--- config.mk ---
export PLATFORM = sky130hd
export DESIGN_NAME = rec101_detector
export DESIGN_NICKNAME = d
export VERILOG_FILES = /design/src/rtl/rec101_pkg.sv /design/src/rtl/rec101_moore_path.sv /design/src/rtl/rec101_mealy_path.sv /design/src/rtl/rec101_detector.sv
export SDC_FILE = /design/constraint.sdc
export NUM_CORES = 1
export LEC_CHECK = 0
export BUFFER_PORTS_ARGS = -buffer_cell sky130_fd_sc_hd__buf_2
export CAP_MARGIN = 20
export CORE_AREA = 3 3 40 42
export CTS_CLUSTER_SIZE = 8
export DETAILED_ROUTE_END_ITERATION = 12
export DIE_AREA = 0 0 43 45
export PLACE_DENSITY = 0.37
export SKIP_CTS_REPAIR_TIMING = 1
export SLEW_MARGIN = 20
export SYNTH_ARGS = -nofsm -noshare
export SYNTH_HDL_FRONTEND = slang
export SYNTH_SLANG_ARGS = --single-unit
--- constraint.sdc ---
create_clock -name clk -period 0.8 [get_ports clk]
set_input_delay 0.12 -clock clk [delete_from_list [all_inputs] [get_ports clk]]
set_output_delay 0.12 -clock clk [all_outputs]
set_load 0.005 [all_outputs]
--- src/rtl/rec101_pkg.sv ---
package rec101_pkg;

  // width of every state vector in the block
  localparam int STATE_W = 2;

  // four-state path codes (code 11 is the accepting state)
  localparam logic [STATE_W-1:0] MO_IDLE    = 2'b00;
  localparam logic [STATE_W-1:0] MO_ONE     = 2'b01;
  localparam logic [STATE_W-1:0] MO_ONEZERO = 2'b10;
  localparam logic [STATE_W-1:0] MO_MATCH   = 2'b11;

  // three-state path codes (11 is illegal)
  localparam logic [STATE_W-1:0] ML_IDLE    = 2'b00;
  localparam logic [STATE_W-1:0] ML_ONE     = 2'b01;
  localparam logic [STATE_W-1:0] ML_ONEZERO = 2'b10;
  localparam logic [STATE_W-1:0] ML_BAD     = 2'b11;

  // next-state description variants
  localparam int NS_EQUATIONS = 0;
  localparam int NS_TABLE     = 1;

endpackage

--- src/rtl/rec101_moore_path.sv ---
module rec101_moore_path
  import rec101_pkg::*;
#(
  parameter int NS_FORM = NS_EQUATIONS
) (
  input  logic               clk,
  input  logic               rst_n,
  input  logic               bit_in,
  output logic [STATE_W-1:0] state_q,
  output logic               hit
);

  logic [STATE_W-1:0] state_d;
  logic               sa;
  logic               sb;

  assign sa = state_q[1];
  assign sb = state_q[0];

  generate
    if (NS_FORM == NS_EQUATIONS) begin : g_eqn
      always_comb begin
        state_d[1] = (~bit_in & sb) | (bit_in & sa & ~sb);
        state_d[0] = bit_in;
      end
    end else begin : g_tbl
      always_comb begin
        state_d = MO_IDLE;
        unique case (state_q)
          MO_IDLE:    state_d = bit_in ? MO_ONE   : MO_IDLE;
          MO_ONE:     state_d = bit_in ? MO_ONE   : MO_ONEZERO;
          MO_ONEZERO: state_d = bit_in ? MO_MATCH : MO_IDLE;
          MO_MATCH:   state_d = bit_in ? MO_ONE   : MO_ONEZERO;
          default:    state_d = MO_IDLE;
        endcase
      end
    end
  endgenerate

  // state register: asynchronous clear, clocked update
  always_ff @(posedge clk or negedge rst_n) begin
    if (!rst_n) begin
      state_q <= MO_IDLE;
    end else begin
      state_q <= state_d;
    end
  end

  // output decoded from state only
  always_comb begin
    hit = sa & sb;
  end

endmodule

--- src/rtl/rec101_mealy_path.sv ---
module rec101_mealy_path
  import rec101_pkg::*;
#(
  parameter int NS_FORM = NS_EQUATIONS
) (
  input  logic               clk,
  input  logic               rst_n,
  input  logic               bit_in,
  output logic [STATE_W-1:0] state_q,
  output logic               hit
);

  logic [STATE_W-1:0] state_d;
  logic               legal;

  assign legal = (state_q != ML_BAD);

  generate
    if (NS_FORM == NS_EQUATIONS) begin : g_eqn
      always_comb begin
        if (legal) begin
          state_d[1] = ~bit_in & state_q[0];
          state_d[0] = bit_in;
        end else begin
          state_d = ML_IDLE;
        end
      end
    end else begin : g_tbl
      always_comb begin
        state_d = ML_IDLE;
        unique case (state_q)
          ML_IDLE:    state_d = bit_in ? ML_ONE : ML_IDLE;
          ML_ONE:     state_d = bit_in ? ML_ONE : ML_ONEZERO;
          ML_ONEZERO: state_d = bit_in ? ML_ONE : ML_IDLE;
          default:    state_d = ML_IDLE;
        endcase
      end
    end
  endgenerate

  always_ff @(posedge clk or negedge rst_n) begin
    if (!rst_n) begin
      state_q <= ML_IDLE;
    end else begin
      state_q <= state_d;
    end
  end

  // output depends on state and the bit being presented
  always_comb begin
    hit = bit_in & state_q[1] & ~state_q[0];
  end

endmodule

--- src/rtl/rec101_detector.sv ---
module rec101_detector
  import rec101_pkg::*;
#(
  parameter int NS_FORM = NS_EQUATIONS
) (
  input  logic               clk,
  input  logic               rst_n,
  input  logic               bit_in,
  output logic               moore_hit,
  output logic               mealy_hit,
  output logic [STATE_W-1:0] moore_state,
  output logic [STATE_W-1:0] mealy_state
);

  rec101_moore_path #(
    .NS_FORM (NS_FORM)
  ) u_moore (
    .clk     (clk),
    .rst_n   (rst_n),
    .bit_in  (bit_in),
    .state_q (moore_state),
    .hit     (moore_hit)
  );

  rec101_mealy_path #(
    .NS_FORM (NS_FORM)
  ) u_mealy (
    .clk     (clk),
    .rst_n   (rst_n),
    .bit_in  (bit_in),
    .state_q (mealy_state),
    .hit     (mealy_hit)
  );

endmodule

==> results of run 1 <==
==> registers in the layout, summed over array words and instances, names as in the netlist <==
register         flops
u_moore.state_q      2
u_mealy.state_q      2
==> worst register-to-register path: cells and delay by family, from the launching register on <==
kind,cells,cell delay (ns)
buffers and inverters,1,0.13
and+or+nand+nor,1,0.14
DFF,1,0.39
AOI/OAI and AO/OA,1,0.08
==> through the flow <==
stage | area [um^2] | setup slack (ns)
detailed placement | 209.0 | 0.04297
CTS | 231.5 | -0.2212
floorplan | 150.1 | 0.1301
global route | 259.0 | -0.2830
global placement | 209.0 | 0.05506
finish | 259.0 | -0.2208
==> routing by layer <==
| metal | share of wire, % | wire, um | vias to the layer above |
|---|---|---|---|
| li1 | - | - | 66 |
| met1 | 52 | 187 | 57 |
| met2 | 28 | 99 | 11 |
| met3 | 20 | 70 | 0 |
| met4 | 0 | 0 | 0 |
| met5 | 0 | 0 | - |
==> worst min-delay path by stage <==
stage	start	end	slack (ns)	depth (start not counted)
floorplan	rst_n	u_mealy.state_q[0]	-0.18	0
CTS	rst_n	u_moore.state_q[1]	-0.33	1
global route	bit_in	u_moore.state_q[0]	0.07	1
global placement	rst_n	u_moore.state_q[1]	-0.07	1
detailed placement	rst_n	u_moore.state_q[1]	-0.07	1
finish	bit_in	u_moore.state_q[0]	0.08	1
==> synthesized netlist by cell type, drive strengths merged <==
cell,instances
nand2,1
nor3b,1
a21boi,1
and2,1
o21ai,1
dfrtp,4
nand3b,1
inv,1
nor2,1
==> logic make-up (layout without fill, tap and decap cells) <==
| kind of cell | after synthesis | count (layout) | synth area share, % |
|---|---|---|---|
| compound gates | 2 | 2 | 8.332 |
| simple gates | 5 | 5 | 22.50 |
| flops | 4 | 4 | 66.67 |
| buf+inv | 1 | 14 | 2.498 |
==> final cells by class <==
cell class / count / area, um^2
repair buffers: 10 / 67.56
fillers: 143 / 1026
well taps: 15 / 18.77
clock buffers: 3 / 22.52
inverters: 1 / 3.754
flip-flops and latches: 4 / 100.1
multi-input cells: 7 / 46.29
==> power by group through the flow <==
stage / combinational, mW / sequential (mW) / clock, mW
2_1_floorplan: 0.0132 / 0.230 / 0
3_3_place_gp: 0.0431 / 0.228 / 0
3_5_place_dp: 0.0434 / 0.229 / 0
4_1_cts: 0.0437 / 0.227 / 0.268
5_1_grt: 0.0623 / 0.229 / 0.292
6_report: 0.0561 / 0.227 / 0.258
==> flow_summary.toml, run 1 <==
[finish]
area_overhead_of_the_layout_relative_to_synthesis_pct = 72.50
layout_common_cells = "sky130_fd_sc_hd__buf_2, sky130_fd_sc_hd__dfrtp_1, sky130_fd_sc_hd__clkbuf_4"
utilization_pct = 20.16
antenna-diode-count = 0
commonest_non_fill_non_tap_cell_in_the_layout = "sky130_fd_sc_hd__buf_2"
finish.net_count = 30
post_layout_instance_count_excluding_filler_cells = 40
drive_gt1_share_pct = 52.00

[logic_synthesis]
synth_seq_cells = 4
synth_area_um2 = 150.1
netlist_top_cells_area = "sky130_fd_sc_hd__dfrtp_1, sky130_fd_sc_hd__nor3b_2, sky130_fd_sc_hd__a21boi_1, sky130_fd_sc_hd__nand3b_1, sky130_fd_sc_hd__and2_1"
seq_area_frac_synth_pct = 66.67
synth_nets = 15
syn_inst = 12
synth_largest_area_cell = "sky130_fd_sc_hd__dfrtp_1"
yosys_warnings = 0
synth_top_cell_area_share_pct = 66.67
synth_cell_types = 9
syn_avg_cell_area_um2 = 12.51

[clock_network]
cts.sinks = 4
cts-root-buf = "sky130_fd_sc_hd__clkbuf_4"
tritoncts = "yes"
clk_latency_ns = 0.24
clk_transition_reported_paths_ns = 0.04
cts-htree-levels = 1
clockBufferDepth = 2
cts-buffers-inserted = 3

[outcome]
outcome = "finished with violations"
violations = "negative setup slack"

[setup_path]
worstSetupStartpointType = "flip-flop"
worst_path_largest_cell_delay_ns = 0.39
timing.critical_path.buf_inv = 1
worst_r2r_path_depth = 3
cell_family_with_the_largest_share_of_critical_path_delay = "flip-flops"
cp-end-kind = "output port"
r2r_setup_slack_ns = -0.01
path_type_of_the_worst_setup_path = "reg -> out"
arrival_ns = 0.90
cp-endpoint = "moore_hit"
worst_r2r_startpoint = "u_moore.state_q[0]"
worstPathRequired_ns = 0.68
startpoint = "u_moore.state_q[0]"
crit_fanout = 3
depth_of_the_critical_timing_path_with_buffers_and_inverters_included = 2
regToRegEndpoint = "u_moore.state_q[1]"
slowest_stage = "sky130_fd_sc_hd__dfrtp_1"
timing.critical_path.cells = "and2_1 -> buf_2"

[place]
place.gp.congestion = 0.6592
dp_cells = 35
detailed_place_hpwl_um = 224.2
io_buffers = 8

[drt]
postRouteAntennaNets = 0
detail_route.first_pass.iterations = 4
routed-via-count = 134
detailedRoute.firstIterationViolations = 8
routedWlPerCell_um = 8.925
totalWireLength_um = 357
drc_errors = 0
routed_via_density = 3.350

[timing]
final_sum_of_negative_setup_slack_ns = -0.8533
slew_headroom_pct = 89.98
timing.clock.skew_ns = 0.006224
worst_slew_pin_slew_ns = 0.1487
post-route-period-util_pct = 127.6
max_transition_viols_final = 0
timing_hold_violations_final = 0
layout_setup_ws_ns = -0.2208
period_minus_slack_ns = 1.021
timing.final.setup_violations = 7
rsz0062_at_grt = "yes"
final_hold_slack_ns = 0.07641
maxClockFrequency_mhz = 979.6

[power_and_ir_drop]
internal-power_mw = 0.4180
clk_pwr_share_pct = 47.7
power.ir.vdd_worst_v = 0.0009416
comb_power_share_pct = 10.4
power.leakage_nw = 0.1323
p_total_mw = 0.5408
power.density_nw_per_um2 = 2088
seqPwrFrac_pct = 42.0
switching_share_pct = 22.70
netSwitchingPower_mw = 0.1228

[global_routing]
track_usage_pct = 4.849
grt_first_pass_wirelength_um = 579
antenna_found_initial = 0
grt_residual_overflow = 0
grt_max_degree = 7
groute.layer.met1.usage_pct = 5.610
via_count_of_the_first_global_routing_pass = 130
globalRouteMet2Util_pct = 4.192
gr-usage-met3_pct = 5.976
global_route.peak_usage_layer = "met3"

[floorplanning]
fp.dieArea_um2 = 1935
pin_count = 9
initial_utilization_pct = 11.68
core_area_um2 = 1285
floorplan.die.width_um = 43
fp-row-count = 13
fp.dieH_um = 45

[run]
max_cap_viol_count = 0

[worst_hold_path]
hold_class = "in -> reg"
Power figures use the tool's default switching activity.
==> run 2, diff against run 1 <==
--- a/config.mk
+++ b/config.mk
@@ -11,6 +11,7 @@
 export CTS_CLUSTER_SIZE = 8
 export DETAILED_ROUTE_END_ITERATION = 12
 export DIE_AREA = 0 0 43 45
+export GPL_TIMING_DRIVEN = 0
 export PLACE_DENSITY = 0.37
 export SKIP_CTS_REPAIR_TIMING = 1
 export SLEW_MARGIN = 20
==> flow_summary.toml, run 2 (same netlist as run 1, synthesis figures left out) <==
[floorplanning]
fp.dieH_um = 45
fp-row-count = 13
core_area_um2 = 1285
pin_count = 9
fp.dieArea_um2 = 1935
floorplan.die.width_um = 43
initial_utilization_pct = 11.68

[clock_network]
clockBufferDepth = 2
cts-htree-levels = 1
cts-buffers-inserted = 3
cts.sinks = 4
cts-root-buf = "sky130_fd_sc_hd__clkbuf_4"
clk_transition_reported_paths_ns = 0.04
clk_latency_ns = 0.24
tritoncts = "yes"

[timing]
slew_headroom_pct = 90.90
timing_hold_violations_final = 0
worst_slew_pin_slew_ns = 0.1351
final_sum_of_negative_setup_slack_ns = -0.7066
maxClockFrequency_mhz = 988.2
timing.final.setup_violations = 6
layout_setup_ws_ns = -0.2120
max_transition_viols_final = 0
post-route-period-util_pct = 126.5
rsz0062_at_grt = "yes"
period_minus_slack_ns = 1.012
timing.clock.skew_ns = 0.003273

[global_routing]
grt_first_pass_wirelength_um = 552
grt_residual_overflow = 0
antenna_found_initial = 0
grt_max_degree = 7
track_usage_pct = 4.766
via_count_of_the_first_global_routing_pass = 125

[power_and_ir_drop]
seqPwrFrac_pct = 42.3
comb_power_share_pct = 9.8
clk_pwr_share_pct = 47.9
power.ir.vdd_worst_v = 0.0005195
switching_share_pct = 22.58
internal-power_mw = 0.4140
power.leakage_nw = 0.1294
power.density_nw_per_um2 = 2148
netSwitchingPower_mw = 0.1208

[finish]
layout_common_cells = "sky130_fd_sc_hd__buf_2, sky130_fd_sc_hd__dfrtp_1, sky130_fd_sc_hd__clkbuf_4"
finish.net_count = 30
utilization_pct = 19.38
layout_top_registers = "u_mealy.state_q x2, u_moore.state_q x2"
antenna-diode-count = 0
commonest_non_fill_non_tap_cell_in_the_layout = "sky130_fd_sc_hd__buf_2"
drive_gt1_share_pct = 52.00
area_overhead_of_the_layout_relative_to_synthesis_pct = 65.83

[run]
max_cap_viol_count = 0

[place]
place.gp.congestion = 0.6590
io_buffers = 8
detailed_place_hpwl_um = 225.9

[setup_path]
crit_fanout = 3
worstSetupStartpointType = "flip-flop"
path_type_of_the_worst_setup_path = "reg -> out"
cp-end-kind = "output port"
arrival_ns = 0.89
worstPathRequired_ns = 0.68

[drt]
routedWlPerCell_um = 8.650
detailedRoute.firstIterationViolations = 3
drc_errors = 0
postRouteAntennaNets = 0
detail_route.first_pass.iterations = 3
routed-via-count = 135
routed_via_density = 3.375
totalWireLength_um = 346

[worst_hold_path]
hold_class = "in -> reg"

[outcome]
violations = "negative setup slack"
outcome = "finished with violations"
[run 2: cell types whose count changed in the layout (fill, tap and decap cells not counted)]
cell / delta
sky130_fd_sc_hd__buf_2: +1
sky130_fd_sc_hd__buf_6: -2
sky130_fd_sc_hd__buf_4: +1
[run 2: layer usage]
metal	GRT usage [%]	routed length (um)	up-vias
met5	0	0	-
met4	7.229	8	0
met3	5.179	66	2
met2	3.593	91	11
met1	4.878	179	57
li1	-	-	65
[run 2: final cells by class]
class,count,area [um^2]
fill,144,1036
clock buffer,3,22.52
sequential,4,100.1
tap,15,18.77
multi-input combinational,7,46.29
timing repair buffer,10,57.56
inverter,1,3.754
[run 2: critical path, stage by stage, from the launching register on]
cell	delay, ns
sky130_fd_sc_hd__dfrtp_1	0.38
sky130_fd_sc_hd__and2_1	0.16
sky130_fd_sc_hd__buf_2	0.12
[run 2: power by group through the flow]
| stage | logic, mW | clock network (mW) | registers (mW) |
|---|---|---|---|
| finish | 0.0523 | 0.256 | 0.226 |
| CTS | 0.0436 | 0.268 | 0.227 |
| global placement | 0.0431 | 0 | 0.228 |
| global route | 0.0583 | 0.289 | 0.228 |
| detailed placement | 0.0435 | 0 | 0.229 |
| floorplan | 0.0132 | 0 | 0.230 |
[run 2: through the flow]
stage	hold slack, ns	power, mW	setup slack, ns	cell area (um^2)	cells
after floorplan	-0.1756	0.2431	0.1301	150.1	12
after global placement	-0.07458	0.2712	0.05572	209.0	35
after detailed placement	-0.06862	0.2725	0.04316	209.0	35
after CTS	-0.3260	0.5383	-0.2213	231.5	38
after global routing	0.06292	0.5747	-0.2552	249.0	40
final	0.06723	0.5348	-0.2120	249.0	40
[run 2: path summary, 6_finish.rpt]
check,start,to,slack (ns),cells after the start
setup reg to reg,u_mealy.state_q[1],u_mealy.state_q[1],0.05,2
min in group asynchronous,rst_n,u_moore.state_q[1],0.23,2
hold reg to reg,u_mealy.state_q[0],u_mealy.state_q[0],0.49,1
hold / removal,bit_in,u_moore.state_q[0],0.07,1
max in group asynchronous,rst_n,u_mealy.state_q[1],0.44,2
setup / recovery,u_moore.state_q[1],moore_hit,-0.21,2
